<file path="src/rtl/drep_pkg.sv">
package drep_pkg;

    localparam int DREP_AW = 16;

    typedef enum logic [1:0] {
        ST_IDLE,
        ST_WAIT_TOK,
        ST_SEND,
        ST_WAIT_HS
    } drep_state_e;

    localparam logic [2:0] REG_CTRL    = 3'd0;
    localparam logic [2:0] REG_ADDR_LO = 3'd1;
    localparam logic [2:0] REG_ADDR_HI = 3'd2;
    localparam logic [2:0] REG_SIZE_LO = 3'd3;
    localparam logic [2:0] REG_SIZE_HI = 3'd4;
    localparam logic [2:0] REG_STATUS  = 3'd5;

    localparam int CTRL_EN_BIT  = 0;
    localparam int CTRL_DIR_BIT = 1;

    typedef struct packed {
        logic [DREP_AW-1:0] base;
        logic [DREP_AW-1:0] size;
    } drep_window_t;

    function automatic logic [DREP_AW-1:0] drep_min(input logic [DREP_AW-1:0] a,
                                                    input logic [DREP_AW-1:0] b);
        return (a < b) ? a : b;
    endfunction

endpackage

</file>
<file path="src/rtl/drep_regs.sv">
module drep_regs
    import drep_pkg::*;
(
    input  logic         clk,
    input  logic         rst,
    input  logic         wr_en,
    input  logic [2:0]   wr_addr,
    input  logic [7:0]   wr_data,
    input  logic         setup_rcvd,
    input  logic         finish,
    output drep_window_t win,
    output logic         start,
    output logic         reply_en,
    output logic         done
);

    // Start needs both the enable and the IN direction bit in one write.
    always_comb begin
        start = wr_en && (wr_addr == REG_CTRL) && wr_data[CTRL_EN_BIT]
                && wr_data[CTRL_DIR_BIT] && !reply_en && !setup_rcvd;
    end

    always_ff @(posedge clk) begin
        if (rst) begin
            win      <= '0;
            reply_en <= 1'b0;
            done     <= 1'b0;
        end else begin
            if (wr_en) begin
                case (wr_addr)
                    REG_ADDR_LO: win.base[7:0]  <= wr_data;
                    REG_ADDR_HI: win.base[15:8] <= wr_data;
                    REG_SIZE_LO: win.size[7:0]  <= wr_data;
                    REG_SIZE_HI: win.size[15:8] <= wr_data;
                    default: ;
                endcase
            end
            if (wr_en && (wr_addr == REG_STATUS) && wr_data[0])
                done <= 1'b0;
            if (finish) begin
                done     <= 1'b1;
                reply_en <= 1'b0;
            end
            if (start)
                reply_en <= 1'b1;
            if (setup_rcvd)
                reply_en <= 1'b0;
        end
    end

endmodule

</file>
<file path="src/rtl/drep_pktz.sv">
module drep_pktz
    import drep_pkg::*;
#(
    parameter int MPS = 64
) (
    input  logic               clk,
    input  logic               rst,
    input  logic               start,
    input  logic               abort,
    input  drep_window_t       win,
    input  logic               in_token,
    input  logic               in_ack,
    input  logic               in_timeout,
    output logic [DREP_AW-1:0] mem_addr,
    input  logic [7:0]         mem_rdata,
    output logic               tx_valid,
    output logic [7:0]         tx_data,
    output logic               tx_last,
    output logic               tx_zlp,
    output logic               tx_nak,
    output logic               finish
);

    localparam logic [DREP_AW-1:0] MPS_W = DREP_AW'(MPS);

    drep_state_e        state;
    logic [DREP_AW-1:0] ptr;
    logic [DREP_AW-1:0] rem;
    logic [DREP_AW-1:0] pkt;
    logic [DREP_AW-1:0] idx;
    logic               pkt_end;

    assign pkt_end = (idx == pkt - 1'b1);

    always_ff @(posedge clk) begin
        if (rst || abort) begin
            state <= ST_IDLE;
            ptr   <= '0;
            rem   <= '0;
            pkt   <= '0;
            idx   <= '0;
        end else begin
            case (state)
                ST_IDLE: if (start) begin
                    ptr   <= win.base;
                    rem   <= win.size;
                    state <= ST_WAIT_TOK;
                end
                ST_WAIT_TOK: if (in_token) begin
                    pkt   <= drep_min(rem, MPS_W);
                    idx   <= '0;
                    state <= ST_SEND;
                end
                ST_SEND: begin
                    if (pkt == '0 || pkt_end) state <= ST_WAIT_HS;
                    else                      idx   <= idx + 1'b1;
                end
                ST_WAIT_HS: begin
                    if (in_ack) begin
                        ptr   <= ptr + pkt;
                        rem   <= rem - pkt;
                        state <= (pkt < MPS_W) ? ST_IDLE : ST_WAIT_TOK;
                    end else if (in_timeout) begin
                        state <= ST_WAIT_TOK;
                    end
                end
                default: state <= ST_IDLE;
            endcase
        end
    end

    always_comb begin
        mem_addr = ptr + idx;
        tx_data  = mem_rdata;
        tx_valid = (state == ST_SEND) && (pkt != '0);
        tx_last  = tx_valid && pkt_end;
        tx_zlp   = (state == ST_SEND) && (pkt == '0);
        tx_nak   = in_token && (state != ST_WAIT_TOK);
        finish   = (state == ST_WAIT_HS) && in_ack && (pkt < MPS_W) && !abort;
    end

endmodule

</file>
<file path="src/rtl/drep_engine.sv">
module drep_engine
    import drep_pkg::*;
#(
    parameter int MPS = 64
) (
    input  logic        clk,
    input  logic        rst,
    input  logic        wr_en,
    input  logic [2:0]  wr_addr,
    input  logic [7:0]  wr_data,
    input  logic        setup_rcvd,
    input  logic        in_token,
    input  logic        in_ack,
    input  logic        in_timeout,
    output logic [15:0] mem_addr,
    input  logic [7:0]  mem_rdata,
    output logic        tx_valid,
    output logic [7:0]  tx_data,
    output logic        tx_last,
    output logic        tx_zlp,
    output logic        tx_nak,
    output logic        reply_en,
    output logic        done
);

    drep_window_t win;
    logic         start;
    logic         finish;

    drep_regs u_regs (
        .clk        (clk),
        .rst        (rst),
        .wr_en      (wr_en),
        .wr_addr    (wr_addr),
        .wr_data    (wr_data),
        .setup_rcvd (setup_rcvd),
        .finish     (finish),
        .win        (win),
        .start      (start),
        .reply_en   (reply_en),
        .done       (done)
    );

    drep_pktz #(.MPS(MPS)) u_pktz (
        .clk        (clk),
        .rst        (rst),
        .start      (start),
        .abort      (setup_rcvd),
        .win        (win),
        .in_token   (in_token),
        .in_ack     (in_ack),
        .in_timeout (in_timeout),
        .mem_addr   (mem_addr),
        .mem_rdata  (mem_rdata),
        .tx_valid   (tx_valid),
        .tx_data    (tx_data),
        .tx_last    (tx_last),
        .tx_zlp     (tx_zlp),
        .tx_nak     (tx_nak),
        .finish     (finish)
    );

endmodule

</file>
<file path="config.mk">
export PLATFORM = sky130hd
export DESIGN_NAME = drep_engine
export DESIGN_NICKNAME = d
export VERILOG_FILES = /design/src/rtl/drep_pkg.sv /design/src/rtl/drep_regs.sv /design/src/rtl/drep_pktz.sv /design/src/rtl/drep_engine.sv
export SDC_FILE = /design/constraint.sdc
export NUM_CORES = 1
export LEC_CHECK = 0
export BUFFER_PORTS_ARGS = -buffer_cell sky130_fd_sc_hd__buf_2
export CAP_MARGIN = 15
export CELL_PAD_IN_SITES_DETAIL_PLACEMENT = 1
export CELL_PAD_IN_SITES_GLOBAL_PLACEMENT = 1
export CORE_ASPECT_RATIO = 1.5
export CORE_UTILIZATION = 45
export CTS_BUF_LIST = sky130_fd_sc_hd__clkbuf_16
export DETAILED_ROUTE_END_ITERATION = 16
export HOLD_SLACK_MARGIN = 0.05
export PLACE_DENSITY_LB_ADDON = 0.1
export SLEW_MARGIN = 30
export SYNTH_ARGS = -nofsm -noshare
export SYNTH_HDL_FRONTEND = slang
export SYNTH_SLANG_ARGS = --single-unit
</file>
<file path="constraint.sdc">
create_clock -name clk -period 4.1 [get_ports clk]
set_clock_uncertainty 0.15 [all_clocks]
set_input_delay 0.615 -clock clk [delete_from_list [all_inputs] [get_ports clk]]
set_output_delay 0.615 -clock clk [all_outputs]
set_load 0.005 [all_outputs]
</file>
==> results.sh, run 1 <==
export IMPL_slew_headroom_pct=40.70
export IMPL_core_area_um2=15000
export IMPL_cp_required_ps=3340
export IMPL_clkLatencyLatePin_ps=360
export IMPL_syn_nets=962
export IMPL_peakVddDrop_v=0.0001940
export IMPL_die_area_um2=15840
export IMPL_post_synth_num_cell_types=65
export IMPL_crit_chain="ha_1 > inv_1 > fa_1 > nor2b_1 > o21ai_0 > a21boi_0 > o21ai_0 > a211oi_2 > o31ai_2 > o211ai_1 > buf_2"
export IMPL_grt_overflow_total=0
export IMPL_seq_area_frac_synth_pct=29.02
export IMPL_drc_errors=0
export IMPL_finalSetupTns_ps=0
export IMPL_via_per_inst=5.945
export IMPL_dp_hpwl_mm=16.62
export IMPL_clock_sinks=100
export IMPL_final_layout_size_suffix_gt1_share_pct=11.10
export IMPL_ys_async_sr_fraction_pct=0
export IMPL_grt_total_usage_pct=28.14
export IMPL_wl_per_cell_um=19.26
export IMPL_cpPeakStageDelay_ps=490
export IMPL_clkTransAtPathRegs_ps=80
export IMPL_vias=6539
export IMPL_num_rows=55
export IMPL_power_density_nw_per_um2=254.5
export IMPL_gp_congestion=0.8611
export IMPL_cts_setup_buffers=0
export IMPL_htree_levels=3
export IMPL_end_kind="primary output"
export IMPL_drtAntennaViolNets=0
export IMPL_first_pass_iters=4
export IMPL_cts_made_buffers=9
export IMPL_drv_cap=0
export IMPL_ys_top_cells_by_area="dfxtp_1 (29%), ha_1 (9.4%), a21oi_1 (5.8%)"
export IMPL_p_leak_uw=0.002884
export IMPL_final_cell_area_um2=7525
export IMPL_synth_edff_count=0
export IMPL_rsz0062_at_grt="false"
export IMPL_setup_viol=0
export IMPL_fill_cells=1928
export IMPL_cts_tree="yes"
export IMPL_start_kind="register"
export IMPL_hp_class="reg -> reg"
export IMPL_grt_first_pass_wirelength_mm=34.50
export IMPL_drt_iter0_markers=188
export IMPL_synth_area_um2=6899
export IMPL_critical_path_arrival_ps=3140
export IMPL_antenna_found_initial=0
export IMPL_yosysWarnings=0
export IMPL_grt_pass1_vias=7111
export IMPL_slew_violations=0
export IMPL_post_route_period_util_pct=95.31
export IMPL_avgSynthCellArea_um2=7.831
export IMPL_root_buffer="clkbuf_16"
export IMPL_grt_max_degree=36
export IMPL_worst_pin_slew_ps=889.4
export IMPL_finalNetCount=978
export IMPL_area_growth_synth_to_final_pct=9.068
export IMPL_syn_inst=881
export IMPL_drt_total_wl_mm=21.18
export IMPL_port_buffers=39
export IMPL_antenna_cells=0
export IMPL_synth_top_area_share_pct=29.02
export IMPL_die_w_um=103.1
export IMPL_start_util_pct=45.99
export IMPL_worstSetupPathType="reg -> out"
export IMPL_crit_top_cell="o21ai_0"
export IMPL_clock_path_buffers=2
export IMPL_critical_path_slowest_cell="dfxtp_1"
export IMPL_hold_viol_final=0
export IMPL_ios=56
export IMPL_synth_top_flop_cell="dfxtp_1"
export IMPL_synth_area_leader_cell="dfxtp_1"
export IMPL_die_y_um=153.6
export IMPL_post_route_min_period_ps=3908
export IMPL_dpl_cell_area_um2=7213
export IMPL_status="finished, final reports clean"
export IMPL_ys_seq_elements=100
export IMPL_max_freq_mhz=255.9
export IMPL_critPathMaxFanout=7
synthesized netlist by cell type (3+ instances only):
cell and n:
a22oi_1 7, o31ai_1 7, a21boi_0 3, nor2b_1 14, and3_1 16, and2_1 5, a21oi_1 80, o21ai_2 9
o31a_1 4, a31oi_1 8, ha_1 52, o211ai_1 9, buf_4 8, and4_1 6, nand3_1 31, a21o_1 4
o21ai_0 46, or3_1 28, a41oi_1 4, nand2_1 103, nor2_1 64, a21oi_2 9, a221oi_1 3, or2_2 5
nor4_1 7, xor2_1 7, or4_1 6, mux2i_1 18, a211oi_1 19, nor3_1 27, clkbuf_1 34, dfxtp_1 100
nand2b_1 9, fa_1 3, xnor2_1 39, nand4_1 7, inv_1 36, o21a_1 9
cell families after synthesis:
kind of cell               after synthesis  synth area share, %
DFF                                    100                29.02
xor gates and xnor gates                46                5.840
and+or+nand+nor                        334                23.78
AOI/OAI and AO/OA                      243                22.81
adders and majority gates               55                10.30
muxes                                   19                2.775
buffers and inverters                   84                5.477
final cells by class:
type,instances,area [µm²],area share [%]
Tap cell,199,249.0,3.309
Sequential cell,100,2002,26.60
Multi-Input combinational cell,697,4559,60.59
Inverter,37,138.9,1.846
Clock inverter,6,57.56,0.7649
Timing Repair Buffer,52,292.8,3.891
Clock buffer,9,225.2,2.993
state kept, by name, indices dropped and copies added (netlist names):
signal           count
u_pktz.pkt          16
u_pktz.state         2
u_pktz.rem          16
u_pktz.ptr          16
u_regs.done          1
u_regs.win          32
u_pktz.idx          16
u_regs.reply_en      1
layer usage:
layer	vias to the layer above	part of all wire, %	track usage, %
li1	3211	-	-
met1	3199	41	30.48
met2	90	54	53.05
met3	39	2.0	3.455
met4	0	3.6	12.07
met5	-	0	0
per-stage QoR:
| stage | util [%] | setup WS [ps] | instances | hold slack (ps) | power (µW) |
|---|---|---|---|---|---|
| after global placement | 48.08 | 516.9 | 1085 | 294.2 | 1089 |
| after CTS | 50.00 | 72.39 | 1100 | 312.7 | 1935 |
| after detailed placement | 48.08 | 398.8 | 1085 | 301.2 | 1093 |
| after floorplan | - | 922.9 | 881 | 281.8 | 1062 |
| final | 50.16 | 192.2 | 1100 | 307.7 | 1915 |
| after global routing | 50.16 | 5.529 | 1100 | 329.2 | 1974 |
critical path: cells and delay by family (launching register included):
| kind | cells | cell delay (ps) |
|---|---|---|
| buffers and inverters | 2 | 190 |
| adders and majority gates | 2 | 630 |
| AOI/OAI and AO/OA | 6 | 1350 |
| and+or+nand+nor | 1 | 120 |
| DFF | 1 | 490 |
layout by cell type, fill, tap and decap left out, types with 4 or more instances in the layout:
cell type	Yosys	layout
mux2i_1	18	18
or2_2	5	5
xor2_1	7	7
o31a_1	4	4
and3_1	16	16
nor3_1	27	26
o21ai_0	46	45
nand4_1	7	7
clkbuf_16	0	9
nor4_1	7	7
xnor2_1	39	39
o21ai_2	9	9
nor2b_1	14	14
a21oi_1	80	79
a22oi_1	7	7
nand2b_1	9	9
inv_1	36	36
dfxtp_1	100	100
nand2_1	103	103
a21o_1	4	4
and2_1	5	5
ha_1	52	52
or4_1	6	6
o21a_1	9	9
a211oi_1	19	18
a41oi_1	4	4
o211ai_1	9	9
o31ai_1	7	6
nand3_1	31	31
a21oi_2	9	9
nor2_1	64	64
or3_1	28	28
buf_2	1	39
buf_4	8	13
and4_1	6	6
clkinv_4	0	4
a31oi_1	8	8
power breakdown:
| part | internal [µW] | leakage (µW) | switching [µW] |
|---|---|---|---|
| logic | 27.7 | 0.00194 | 57.5 |
| clock network | 422 | 0.000139 | 424 |
| registers | 978 | 0.000806 | 5.73 |
repair_timing:
| action | CTS | global route |
|---|---|---|
| gates resized for setup | 1 | 5 |
| cloned | 0 | 0 |
| setup endpoints to repair | 1 | 5 |
| hold buffers | 0 | 0 |
final timing paths:
check	from	endpoint	slack, ps	depth (start not counted)
max	u_pktz.idx[0]	mem_addr[14]	190	11
min	u_regs.win[30]	u_regs.win[30]	310	2
max reg2reg	u_pktz.pkt[9]	u_pktz.idx[5]	600	9
min reg2reg	u_regs.win[30]	u_regs.win[30]	310	2
Note: power is estimated with default switching activity, not from simulation.
==> run 2, diff against run 1 <==
--- a/config.mk
+++ b/config.mk
@@ -15,6 +15,7 @@
 export DETAILED_ROUTE_END_ITERATION = 16
 export HOLD_SLACK_MARGIN = 0.05
 export PLACE_DENSITY_LB_ADDON = 0.1
+export SETUP_SLACK_MARGIN = 0.4
 export SLEW_MARGIN = 30
 export SYNTH_ARGS = -nofsm -noshare
 export SYNTH_HDL_FRONTEND = slang
==> results.sh, run 2 (synthesis results as in run 1) <==
export IMPL_status="finished, final reports clean"
export IMPL_drc_errors=0
export IMPL_start_util_pct=45.99
export IMPL_die_area_um2=15840
export IMPL_clkLatencyLatePin_ps=360
export IMPL_finalNetCount=982
export IMPL_drt_total_wl_mm=21.31
export IMPL_switchingPower_uw=483.3
export IMPL_cts_made_buffers=9
export IMPL_end_kind="primary output"
export IMPL_vias=6561
export IMPL_critPathBufInv=2
export IMPL_max_freq_mhz=279.6
export IMPL_crit_chain="buf_4 > nor4_1 > nand4_1 > xnor2_1 > a2111oi_0 > o2111ai_2 > nor2_1 > buf_2"
export IMPL_start_kind="register"
export IMPL_critical_path_arrival_ps=2810
export IMPL_worstSetupPathType="reg -> out"
export IMPL_largest_reg_flops=32
export IMPL_grt_pass1_vias=7132
export IMPL_drt_iter0_markers=188
export IMPL_seqPwrFrac_pct=51.4
export IMPL_grt_max_degree=36
export IMPL_via_per_inst=5.943
export IMPL_hold_viol_final=0
export IMPL_peakVddDrop_v=0.0001937
export IMPL_htree_levels=3
export IMPL_hp_class="reg -> reg"
export IMPL_rsz0062_at_grt="true"
export IMPL_crit_family="simple AND/OR/NAND/NOR gates"
export IMPL_die_w_um=103.1
export IMPL_clock_sinks=100
export IMPL_area_growth_synth_to_final_pct=10.77
export IMPL_root_buffer="clkbuf_16"
export IMPL_hold_slack_ps=307.5
export IMPL_p_leak_uw=0.002962
export IMPL_drtAntennaViolNets=0
export IMPL_critPathMaxFanout=9
export IMPL_clkPwrFrac_pct=44.1
export IMPL_power_density_nw_per_um2=249.9
export IMPL_clock_path_buffers=2
export IMPL_clkTransAtPathRegs_ps=80
export IMPL_finalSetupTns_ps=0
export IMPL_wl_per_cell_um=19.30
export IMPL_p_comb_share_pct=4.5
export IMPL_setup_viol=0
export IMPL_switching_share_pct=25.31
export IMPL_holdBufCountCts=0
export IMPL_internal_power_uw=1427
export IMPL_regArea_um2=2017
export IMPL_slew_headroom_pct=41.19
export IMPL_dp_hpwl_mm=16.62
export IMPL_slew_violations=0
export IMPL_gp_congestion=0.8611
export IMPL_post_route_period_util_pct=87.24
export IMPL_largest_register="u_regs.win"
export IMPL_grt_total_usage_pct=28.26
export IMPL_antenna_cells=0
export IMPL_num_rows=55
export IMPL_worst_pin_slew_ps=882.1
export IMPL_drv_cap=0
export IMPL_final_layout_size_suffix_gt1_share_pct=13.26
export IMPL_cts_tree="yes"
export IMPL_core_area_um2=15000
export IMPL_die_y_um=153.6
export IMPL_cpPeakStageDelay_ps=570
export IMPL_rrSetupSlack_ps=680
export IMPL_ios=56
export IMPL_grt_overflow_total=0
export IMPL_grt_first_pass_wirelength_mm=34.61
export IMPL_critical_path_slowest_cell="a2111oi_0"
export IMPL_layout_commonest_cell="nand2_1"
export IMPL_fill_cells=1909
export IMPL_most_common_layout_cells="nand2_1 (103), dfxtp_1 (92), a21oi_1 (78), nor2_1 (64), ha_1 (52)"
export IMPL_post_route_min_period_ps=3577
export IMPL_antenna_found_initial=0
export IMPL_cp_required_ps=3340
export IMPL_port_buffers=39
export IMPL_first_pass_iters=4
export IMPL_multiInputGateArea_um2=4632
==> run 2: metal layers <==
metal	share of wire, %	track usage (%)	vias to the layer above
li1	-	-	3211
met1	41	30.73	3216
met2	53	52.92	93
met3	2.0	3.409	41
met4	3.9	12.61	0
met5	0	0	-
==> run 2: worst register-to-register path, stage by stage, from the launching register on <==
cell and delay (ps):
dfxtp_1 320, buf_4 170, nor4_1 540, nand4_1 190, xnor2_1 180, a2111oi_0 570
o2111ai_2 240, buf_4 200, a21oi_2 120, buf_4 320, nand4b_1 190, mux2i_1 180
==> run 2: stage by stage <==
step / instances / area, µm² / total power (µW) / worst slack [ps] / utilization [%]
finish: 1104 / 7642 / 1910 / 523.0 / 50.94
global route: 1104 / 7642 / 1974 / 369.9 / 50.94
CTS: 1104 / 7600 / 1935 / 401.1 / 50.66
detailed placement: 1085 / 7213 / 1093 / 398.8 / 48.08
global placement: 1085 / 7213 / 1089 / 516.9 / 48.08
floorplan: 881 / 6899 / 1062 / 922.9 / -
==> run 2: power groups by stage <==
| stage | logic [µW] | clock network (µW) | registers, µW |
|---|---|---|---|
| final | 85.1 | 842 | 982 |
| after global routing | 94.5 | 896 | 983 |
| after CTS | 86.3 | 865 | 983 |
| after detailed placement | 86.0 | 0 | 1010 |
| after global placement | 83.2 | 0 | 1010 |
| after floorplan | 58.2 | 0 | 1000 |
==> run 2: timing repair <==
action	CTS	global route
pin swaps	8	4
endpoints found under the setup margin	7	7
resized for setup	16	15
buffers inserted	4	0
==> run 2: layout make-up <==
type	count	area share (%)
multi-input cells	697	60.61
flip-flops and latches	100	26.39
repair buffers	56	4.224
well taps	199	3.258
clock buffers	9	2.947
inverters	37	1.817
clock inverters	6	0.7531
==> run 2: worst paths after layout <==
path,start,endpoint,depth (start not counted)
worst max-delay path,u_pktz.pkt[5],tx_last,8
worst min-delay path,u_regs.win[30],u_regs.win[30],2
worst max register to register,u_pktz.pkt[5],u_pktz.idx[5],11
worst min register to register,u_regs.win[30],u_regs.win[30],2
==> run 3, diff against run 2 <==
--- a/config.mk
+++ b/config.mk
@@ -10,7 +10,7 @@
 export CELL_PAD_IN_SITES_DETAIL_PLACEMENT = 1
 export CELL_PAD_IN_SITES_GLOBAL_PLACEMENT = 1
 export CORE_ASPECT_RATIO = 1.5
-export CORE_UTILIZATION = 45
+export CORE_UTILIZATION = 49
 export CTS_BUF_LIST = sky130_fd_sc_hd__clkbuf_16
 export DETAILED_ROUTE_END_ITERATION = 16
 export HOLD_SLACK_MARGIN = 0.05
==> constraint.sdc (replaced) <==
create_clock -name clk -period 4.6 [get_ports clk]
set_clock_uncertainty 0.15 [all_clocks]
set_input_delay 0.69 -clock clk [delete_from_list [all_inputs] [get_ports clk]]
set_output_delay 0.69 -clock clk [all_outputs]
set_load 0.005 [all_outputs]
==> results.sh, run 3 (synthesis results as in run 1) <==
export IMPL_status="finished, final reports clean"
export IMPL_final_layout_size_suffix_gt1_share_pct=10.57
export IMPL_drv_cap=0
export IMPL_power_density_nw_per_um2=228.9
export IMPL_hold_viol_final=0
export IMPL_die_w_um=98.89
export IMPL_clock_path_buffers=2
export IMPL_core_area_um2=13600
export IMPL_largest_register="u_regs.win"
export IMPL_post_route_min_period_ps=3900
export IMPL_p_leak_uw=0.002866
export IMPL_critPathMaxFanout=7
export IMPL_die_y_um=147.3
export IMPL_start_kind="register"
export IMPL_clkTransAtPathRegs_ps=80
export IMPL_finalSetupTns_ps=0
export IMPL_cts_tree="yes"
export IMPL_grt_pass1_vias=7126
export IMPL_dpl_cell_area_um2=7144
export IMPL_cts_made_buffers=9
export IMPL_root_buffer="clkbuf_16"
export IMPL_gp_congestion=0.8964
export IMPL_dp_hpwl_mm=16.33
export IMPL_max_freq_mhz=256.4
export IMPL_grt_first_pass_wirelength_mm=35.24
export IMPL_ios=56
export IMPL_drtAntennaViolNets=0
export IMPL_vias=6566
export IMPL_antenna_found_initial=0
export IMPL_worst_pin_slew_ps=871.4
export IMPL_layout_commonest_cell="nand2_1"
export IMPL_grt_max_degree=36
export IMPL_critical_path_arrival_ps=3060
export IMPL_start_util_pct=50.74
export IMPL_dp_slack_ps=780.5
export IMPL_num_rows=52
export IMPL_post_route_period_util_pct=84.78
export IMPL_holdBufCountCts=0
export IMPL_clkLatencyLatePin_ps=350
export IMPL_setup_viol=0
export IMPL_drt_iter0_markers=242
export IMPL_grt_total_usage_pct=30.70
export IMPL_cp_required_ps=3760
export IMPL_final_cell_area_um2=7447
export IMPL_slew_headroom_pct=41.90
export IMPL_first_pass_iters=4
export IMPL_worstSetupPathType="reg -> out"
export IMPL_drt_total_wl_mm=21.28
export IMPL_largest_reg_flops=32
export IMPL_htree_levels=3
export IMPL_finalNetCount=975
export IMPL_peakVddDrop_v=0.0001430
export IMPL_wl_per_cell_um=20.06
export IMPL_port_buffers=39
export IMPL_hold_slack_ps=310.6
export IMPL_most_common_layout_cells="nand2_1 (103), dfxtp_1 (100), a21oi_1 (79), nor2_1 (64), ha_1 (52)"
export IMPL_via_per_inst=6.189
export IMPL_setup_ws_ps=699.9
export IMPL_hp_class="reg -> reg"
export IMPL_drc_errors=0
export IMPL_area_growth_synth_to_final_pct=7.943
export IMPL_antenna_cells=0
export IMPL_clock_sinks=100
export IMPL_grt_overflow_total=0
export IMPL_end_kind="primary output"
export IMPL_rsz0062_at_grt="false"
export IMPL_die_area_um2=14570
export IMPL_slew_violations=0
run 3: cell count changes in the layout (fill, tap and decap cells not counted), sizes merged:
cell | before | now
buf | 56 | 49
inv | 38 | 39
run 3: metal layers:
metal,routed length [µm],GRT usage [%],vias to the layer above
met2,11250,57.27,109
met3,459,2.950,48
met5,0,0,-
met1,8639,33.72,3214
met4,930,16.49,0
li1,-,-,3195
run 3: timing repair:
item	CTS	global route
endpoints found under the setup margin	0	4
setup buffers	0	0
endpoints found under the hold margin	0	0
gates resized for setup	0	4
run 3: final timing paths:
kind         slack, ps  cells after the start        endpoint           from
min                310                      2   u_regs.win[5]  u_regs.win[5]
max reg2reg        800                     11  u_pktz.idx[11]  u_pktz.pkt[1]
min reg2reg        310                      2   u_regs.win[5]  u_regs.win[5]
max                700                     11    mem_addr[14]  u_pktz.idx[0]
run 3: worst max-delay path, stage by stage (launching register included):
cell and delay (ps):
dfxtp_1 480, ha_1 220, inv_1 60, fa_1 410, nor2b_1 120, o21ai_0 100, a21boi_0 240, o21ai_0 210
a211oi_2 350, o31ai_2 170, o211ai_1 190, buf_2 140
run 3: report_power, final:
| part | internal [µW] | total [µW] | switching [µW] |
|---|---|---|---|
| registers | 872 | 877 | 5.18 |
| logic | 24.7 | 75.8 | 51.1 |
| clock network | 377 | 752 | 375 |
run 3: layout make-up:
class / count / area (µm²)
well taps: 162 / 202.7
inverters: 37 / 138.9
fillers: 1697 / 6151
clock inverters: 7 / 61.31
flip-flops and latches: 100 / 2002
clock buffers: 9 / 225.2
repair buffers: 49 / 270.3
multi-input cells: 697 / 4547
run 3: through the flow:
| step | util (%) | total power, µW | instances |
|---|---|---|---|
| detailed placement | 52.54 | 973.4 | 1045 |
| global route | 54.77 | 1764 | 1061 |
| global placement | 52.54 | 970.1 | 1045 |
| finish | 54.77 | 1705 | 1061 |
| floorplan | - | 946.7 | 881 |
| CTS | 54.65 | 1718 | 1061 |
